$ cat config.mk
export PLATFORM = sky130hd
export DESIGN_NAME = rel_vec_update
export DESIGN_NICKNAME = d
export VERILOG_FILES = /design/src/rtl/rvu_pkg.sv /design/src/rtl/rvu_sym_decode.sv /design/src/rtl/rvu_sat_detect.sv /design/src/rtl/rvu_lane.sv /design/src/rtl/rel_vec_update.sv
export SDC_FILE = /design/constraint.sdc
export NUM_CORES = 1
export LEC_CHECK = 0
export BUFFER_PORTS_ARGS = -buffer_cell sky130_fd_sc_hd__buf_2
export CAP_MARGIN = 40
export CORE_UTILIZATION = 55
export DETAILED_ROUTE_END_ITERATION = 8
export PLACE_DENSITY = 0.76
export SETUP_SLACK_MARGIN = 0.05
export SYNTH_ARGS = -nofsm -noshare
export SYNTH_HDL_FRONTEND = slang
export SYNTH_HIERARCHICAL = 1
export SYNTH_SLANG_ARGS = --single-unit
$ cat constraint.sdc
create_clock -name clk_i -period 25.2 [get_ports clk_i]
set_clock_uncertainty 0.2 [all_clocks]
set_input_delay 5.04 -clock clk_i [delete_from_list [all_inputs] [get_ports clk_i]]
set_output_delay 5.04 -clock clk_i [all_outputs]
set_load 0.05 [all_outputs]
$ cat src/rtl/rvu_pkg.sv
package rvu_pkg;
  localparam int unsigned SYM_W_DEF  = 5;
  localparam int unsigned MEAS_W_DEF = 3;

  function automatic int unsigned ceil_of(input int unsigned w);
    return (1 << w) - 1;
  endfunction
endpackage

$ cat src/rtl/rvu_sym_decode.sv
module rvu_sym_decode #(
  parameter int unsigned SYM_W = 5,
  localparam int unsigned Q    = 1 << SYM_W
) (
  input  logic             en_i,
  input  logic [SYM_W-1:0] sym_i,
  output logic [Q-1:0]     hot_o
);
  for (genvar l = 0; l < Q; l++) begin : g_hot
    assign hot_o[l] = en_i && (sym_i == SYM_W'(l));
  end
endmodule

$ cat src/rtl/rvu_sat_detect.sv
module rvu_sat_detect #(
  parameter int unsigned SYM_W  = 5,
  parameter int unsigned MEAS_W = 3,
  localparam int unsigned Q     = 1 << SYM_W
) (
  input  logic [Q*MEAS_W-1:0] vec_i,
  input  logic [SYM_W-1:0]    sym_i,
  output logic                sat_o
);
  logic [MEAS_W-1:0] sel;
  assign sel   = vec_i[sym_i*MEAS_W +: MEAS_W];
  assign sat_o = &sel;  // ceiling is all ones
endmodule

$ cat src/rtl/rvu_lane.sv
module rvu_lane #(
  parameter int unsigned MEAS_W = 3,
  parameter logic        RST_MAX = 1'b0
) (
  input  logic              clk_i,
  input  logic              rst_ni,
  input  logic              init_i,
  input  logic              init_hit_i,
  input  logic              vote_i,
  input  logic              vote_hit_i,
  input  logic              vote_sat_i,
  output logic [MEAS_W-1:0] meas_o
);
  localparam logic [MEAS_W-1:0] CEIL = '1;

  logic [MEAS_W-1:0] meas_d, meas_q;

  always_comb begin
    meas_d = meas_q;
    if (init_i) begin
      meas_d = init_hit_i ? CEIL : '0;
    end else if (vote_i) begin
      if (vote_sat_i) begin
        if (!vote_hit_i && meas_q != '0) meas_d = meas_q - MEAS_W'(1);
      end else if (vote_hit_i) begin
        meas_d = meas_q + MEAS_W'(1);
      end
    end
  end

  always_ff @(posedge clk_i or negedge rst_ni) begin
    if (!rst_ni) meas_q <= RST_MAX ? CEIL : '0;
    else         meas_q <= meas_d;
  end

  assign meas_o = meas_q;
endmodule

$ cat src/rtl/rel_vec_update.sv
module rel_vec_update
  import rvu_pkg::*;
#(
  parameter int unsigned SYM_W  = SYM_W_DEF,
  parameter int unsigned MEAS_W = MEAS_W_DEF,
  localparam int unsigned Q     = 1 << SYM_W
) (
  input  logic                clk_i,
  input  logic                rst_ni,
  input  logic                init_i,
  input  logic [SYM_W-1:0]    init_sym_i,
  input  logic                vote_valid_i,
  input  logic [SYM_W-1:0]    vote_sym_i,
  output logic [SYM_W-1:0]    hard_sym_o,
  output logic [Q*MEAS_W-1:0] meas_vec_o
);
  logic [Q-1:0]     init_hot, vote_hot;
  logic             vote_sat, vote_act;
  logic [SYM_W-1:0] hard_q;

  assign vote_act = vote_valid_i && !init_i;

  rvu_sym_decode #(.SYM_W(SYM_W)) u_init_dec (
    .en_i(1'b1), .sym_i(init_sym_i), .hot_o(init_hot)
  );
  rvu_sym_decode #(.SYM_W(SYM_W)) u_vote_dec (
    .en_i(vote_act), .sym_i(vote_sym_i), .hot_o(vote_hot)
  );
  rvu_sat_detect #(.SYM_W(SYM_W), .MEAS_W(MEAS_W)) u_sat (
    .vec_i(meas_vec_o), .sym_i(vote_sym_i), .sat_o(vote_sat)
  );

  for (genvar l = 0; l < Q; l++) begin : g_lane
    rvu_lane #(.MEAS_W(MEAS_W), .RST_MAX(l == 0)) u_lane (
      .clk_i      (clk_i),
      .rst_ni     (rst_ni),
      .init_i     (init_i),
      .init_hit_i (init_hot[l]),
      .vote_i     (vote_act),
      .vote_hit_i (vote_hot[l]),
      .vote_sat_i (vote_sat),
      .meas_o     (meas_vec_o[l*MEAS_W +: MEAS_W])
    );
  end

  // decision follows the saturated vote; no argmax
  always_ff @(posedge clk_i or negedge rst_ni) begin
    if (!rst_ni)                   hard_q <= '0;
    else if (init_i)               hard_q <= init_sym_i;
    else if (vote_act && vote_sat) hard_q <= vote_sym_i;
  end

  assign hard_sym_o = hard_q;
endmodule

==> impl_metrics.ini <==
[outcome]
status = completed

[worst_setup_path]
path_buf_inv = 3
critPathMostFrequentCell = buf_4
cp.arrival_ps = 8980
crit_type = in -> reg
crit_chain = buf_6, and2b_4, buf_4, buf_4, nand4bb_1, nor2_1, xor2_1, a21oi_1, o41a_1
worstSetupEndpointType = flop
timing.rr.end = g_lane[2].u_lane/meas_o[2]$_DFFE_PN0P_
r2r_cells = 11
r2r_slack_ps = 20970
r2r_start = g_lane[22].u_lane/meas_o[2]$_DFFE_PN0P_
required_ps = 25250
slowest_delay_ps = 780
worst_path_max_delay_cell = buf_4
critPathTopFamily = buffers and inverters
start_kind = input pin
path_max_fanout = 90

[sta]
rsz0062_at_grt = false
layout_setup_ws_ps = 16270
final_hold_viol_count = 0
setup_viol = 0
setup_tns_ps = 0
worst_pin_slew_ps = 876
slew_violations = 0
period_share = 0.354
max_freq_ghz = 0.112
fin_crit_ps = 8930
slew_headroom = 0.416

[min_path]
hold_start = hard_sym_o[0]$_DFFE_PN0P_
whs_endpoint = hard_sym_o[0]$_DFFE_PN0P_
hold_class = reg -> reg
hold_depth = 2

[floorplan]
placeableCoreArea_mm2 = 0.0173
start_util = 0.564
rows = 48
die_area_mm2 = 0.0183
die_w_um = 135
die_h_um = 135
ios = 115

[cts]
holdBufCountCts = 0
cts_tree = yes
clockRootBuffer = clkbuf_16
cts.path.max_buffers = 2
cts.sinks = 101
htree_levels = 3
cts_buffers = 9
insertion_delay_ps = 370
postCtsSetupRepairBufs = 0
cts_resized = 0
clkTransAtPathRegs_ps = 80

[routing]
drt_iter0_markers = 851
wl_per_cell_um = 18.3
via_per_inst = 6.38
first_pass_iters = 5
ant_nets = 0
wl_mm = 26.6
drc = 0
num_vias = 9271

[layout]
insertedDiodeCount = 0
syn_to_final_growth_pct = 13.3
nets = 1269
drive_gt1_frac = 0.228

[synthesis]
ys.flop_type = dfrtp_1
synth-seq-area-share = 0.259
yosysWarnings = 6
avgSynthCellArea_um2 = 8.91
async_reset_ff_frac = 1.00
synth_cells = 1095
synth_cell_types = 68
ys_ff_latch = 101
synth_edf_count = 0
syn_area_mm2 = 0.00976

[pwr]
p_seq_frac = 0.345
combPwrFrac = 0.363
internal-power_w = 0.000345
power_frac_clock = 0.291
swShare = 0.405
leakage_nw = 4.49
irDropWorstVdd_mv = 0.0358
switchingPower_w = 0.000234
power_density_mw_per_mm2 = 52.4

[job]
cap_violations = 0

[global_routing]
grt.total_usage = 0.295
grt_max_degree = 101
grt_pass1_wl_mm = 42.9
gr-total-overflow = 0
antenna_found_initial = 0
grt_pass1_vias = 8372

[placement]
port_buffers = 114
gp_congestion = 0.844
pre_cts_ws_ps = 16030
dp_hpwl_mm = 18.1
## stage by stage
| stage | cell area (um^2) | util | cells | hold slack (ps) | total power, W |
|---|---|---|---|---|---|
| global route | 11100 | 0.639 | 1453 | 401 | 0.000607 |
| CTS | 11100 | 0.639 | 1453 | 363 | 0.000580 |
| finish | 11100 | 0.639 | 1453 | 362 | 0.000579 |
| global placement | 10700 | 0.616 | 1435 | 347 | 0.000406 |
| detailed placement | 10700 | 0.619 | 1437 | 359 | 0.000412 |
| floorplan | 9780 | - | 1102 | 553 | 0.000368 |
## area by class of cell
class	count	area, um^2
multi-input cells	870	6760
flip-flops and latches	101	2530
repair buffers	123	687
well taps	225	282
inverters	118	443
clock inverters	6	110
fillers	1483	6240
clock buffers	10	239
## cells in the mapped netlist, drive strengths merged (4+ instances only)
master / count / share of area
and4: 15 / 0.013
nor2b: 17 / 0.011
o211ai: 4 / 0.0046
nand2: 37 / 0.014
a32oi: 13 / 0.012
nor4: 28 / 0.026
and4b: 12 / 0.012
clkbuf: 7 / 0.0027
and3: 8 / 0.0051
nor3b: 15 / 0.019
inv: 118 / 0.045
buf: 6 / 0.0042
o41a: 15 / 0.017
mux4: 5 / 0.012
and3b: 16 / 0.014
nand4bb: 6 / 0.0069
or3: 16 / 0.013
fa: 32 / 0.066
or2b: 19 / 0.017
nand2b: 48 / 0.043
a311oi: 6 / 0.0054
nand4: 30 / 0.019
o31ai: 4 / 0.0031
nand3: 27 / 0.014
or4b: 21 / 0.028
a21oi: 24 / 0.012
nand4b: 30 / 0.027
nor2: 144 / 0.055
a2111oi: 13 / 0.012
dfrtp: 98 / 0.25
o21ai: 39 / 0.020
a211oi: 45 / 0.042
nor3: 28 / 0.014
mux2i: 14 / 0.014
or2: 14 / 0.0090
xnor2: 32 / 0.029
a211o: 16 / 0.014
xor2: 23 / 0.021
o311ai: 35 / 0.032
## sequential cells by signal, indices dropped and copies added (netlist names)
signal                flops
g_lane.u_lane/meas_o     96
hard_sym_o                5
## layout by cell type (no fill, tap or decap), drive strengths merged, types with 19 or more instances in the layout
cell | netlist | layout
dfrtp | 98 | 98
o21ai | 39 | 39
a211oi | 45 | 45
fa | 32 | 32
inv | 118 | 118
o311ai | 35 | 35
nor4 | 28 | 28
xnor2 | 32 | 32
xor2 | 23 | 23
nand3 | 27 | 27
nand4b | 30 | 30
a21oi | 24 | 24
nand2 | 37 | 37
buf | 6 | 123
nand2b | 48 | 48
or2b | 19 | 19
or4b | 21 | 21
nor3 | 28 | 28
nand4 | 30 | 30
nor2 | 144 | 144
## logic make-up (layout without fill, tap and decap cells)
group	after synthesis	after routing	synth area share
compound gates	218	218	0.179
simple gates	538	538	0.367
buf+inv	131	257	0.0523
mux	19	19	0.0267
other cells	1	8	0.000384
fa+ha+maj	32	32	0.0656
xor+xnor	55	55	0.0494
flops	101	101	0.259
## routing by layer
| metal | vias to the layer above | routed length, um | global-route usage |
|---|---|---|---|
| met4 | 0 | 640 | 0.112 |
| li1 | 4359 | - | - |
| met5 | - | 0 | 0 |
| met2 | 355 | 12600 | 0.472 |
| met1 | 4513 | 11500 | 0.404 |
| met3 | 44 | 1770 | 0.0412 |
## worst reg2reg max path, stage by stage, from the launching register on
cell	delay, ps
dfrtp_1	480
nand2_1	100
o211ai_1	220
o2111ai_1	150
or4_1	580
a32oi_4	270
buf_4	700
inv_1	250
fa_1	500
xnor2_1	160
o311ai_0	400
nor3b_2	90
## how the worst max path moves through the flow
stage	startpoint	endpoint	slack, ps	depth (start not counted)
floorplan	vote_sym_i[2]	g_lane[17].u_lane/meas_o[2]$_DFFE_PN0P_	8750	11
global placement	vote_sym_i[2]	g_lane[27].u_lane/meas_o[2]$_DFFE_PN0P_	16150	12
detailed placement	init_i	g_lane[18].u_lane/meas_o[0]$_DFFE_PN0P_	16030	9
CTS	init_i	g_lane[22].u_lane/meas_o[0]$_DFFE_PN0P_	16420	9
global route	init_i	g_lane[22].u_lane/meas_o[0]$_DFFE_PN0P_	16020	9
finish	init_i	g_lane[19].u_lane/meas_o[0]$_DFFE_PN0P_	16270	9
## power by group through the flow
stage | Clock, W | Combinational (W) | Sequential, W
final | 0.000169 | 0.000210 | 0.000200
after global routing | 0.000176 | 0.000228 | 0.000202
after CTS | 0.000171 | 0.000210 | 0.000199
after detailed placement | 0 | 0.000209 | 0.000202
after global placement | 0 | 0.000204 | 0.000202
after floorplan | 0 | 0.000121 | 0.000246
No activity file was read; power rests on OpenSTA's default activity.
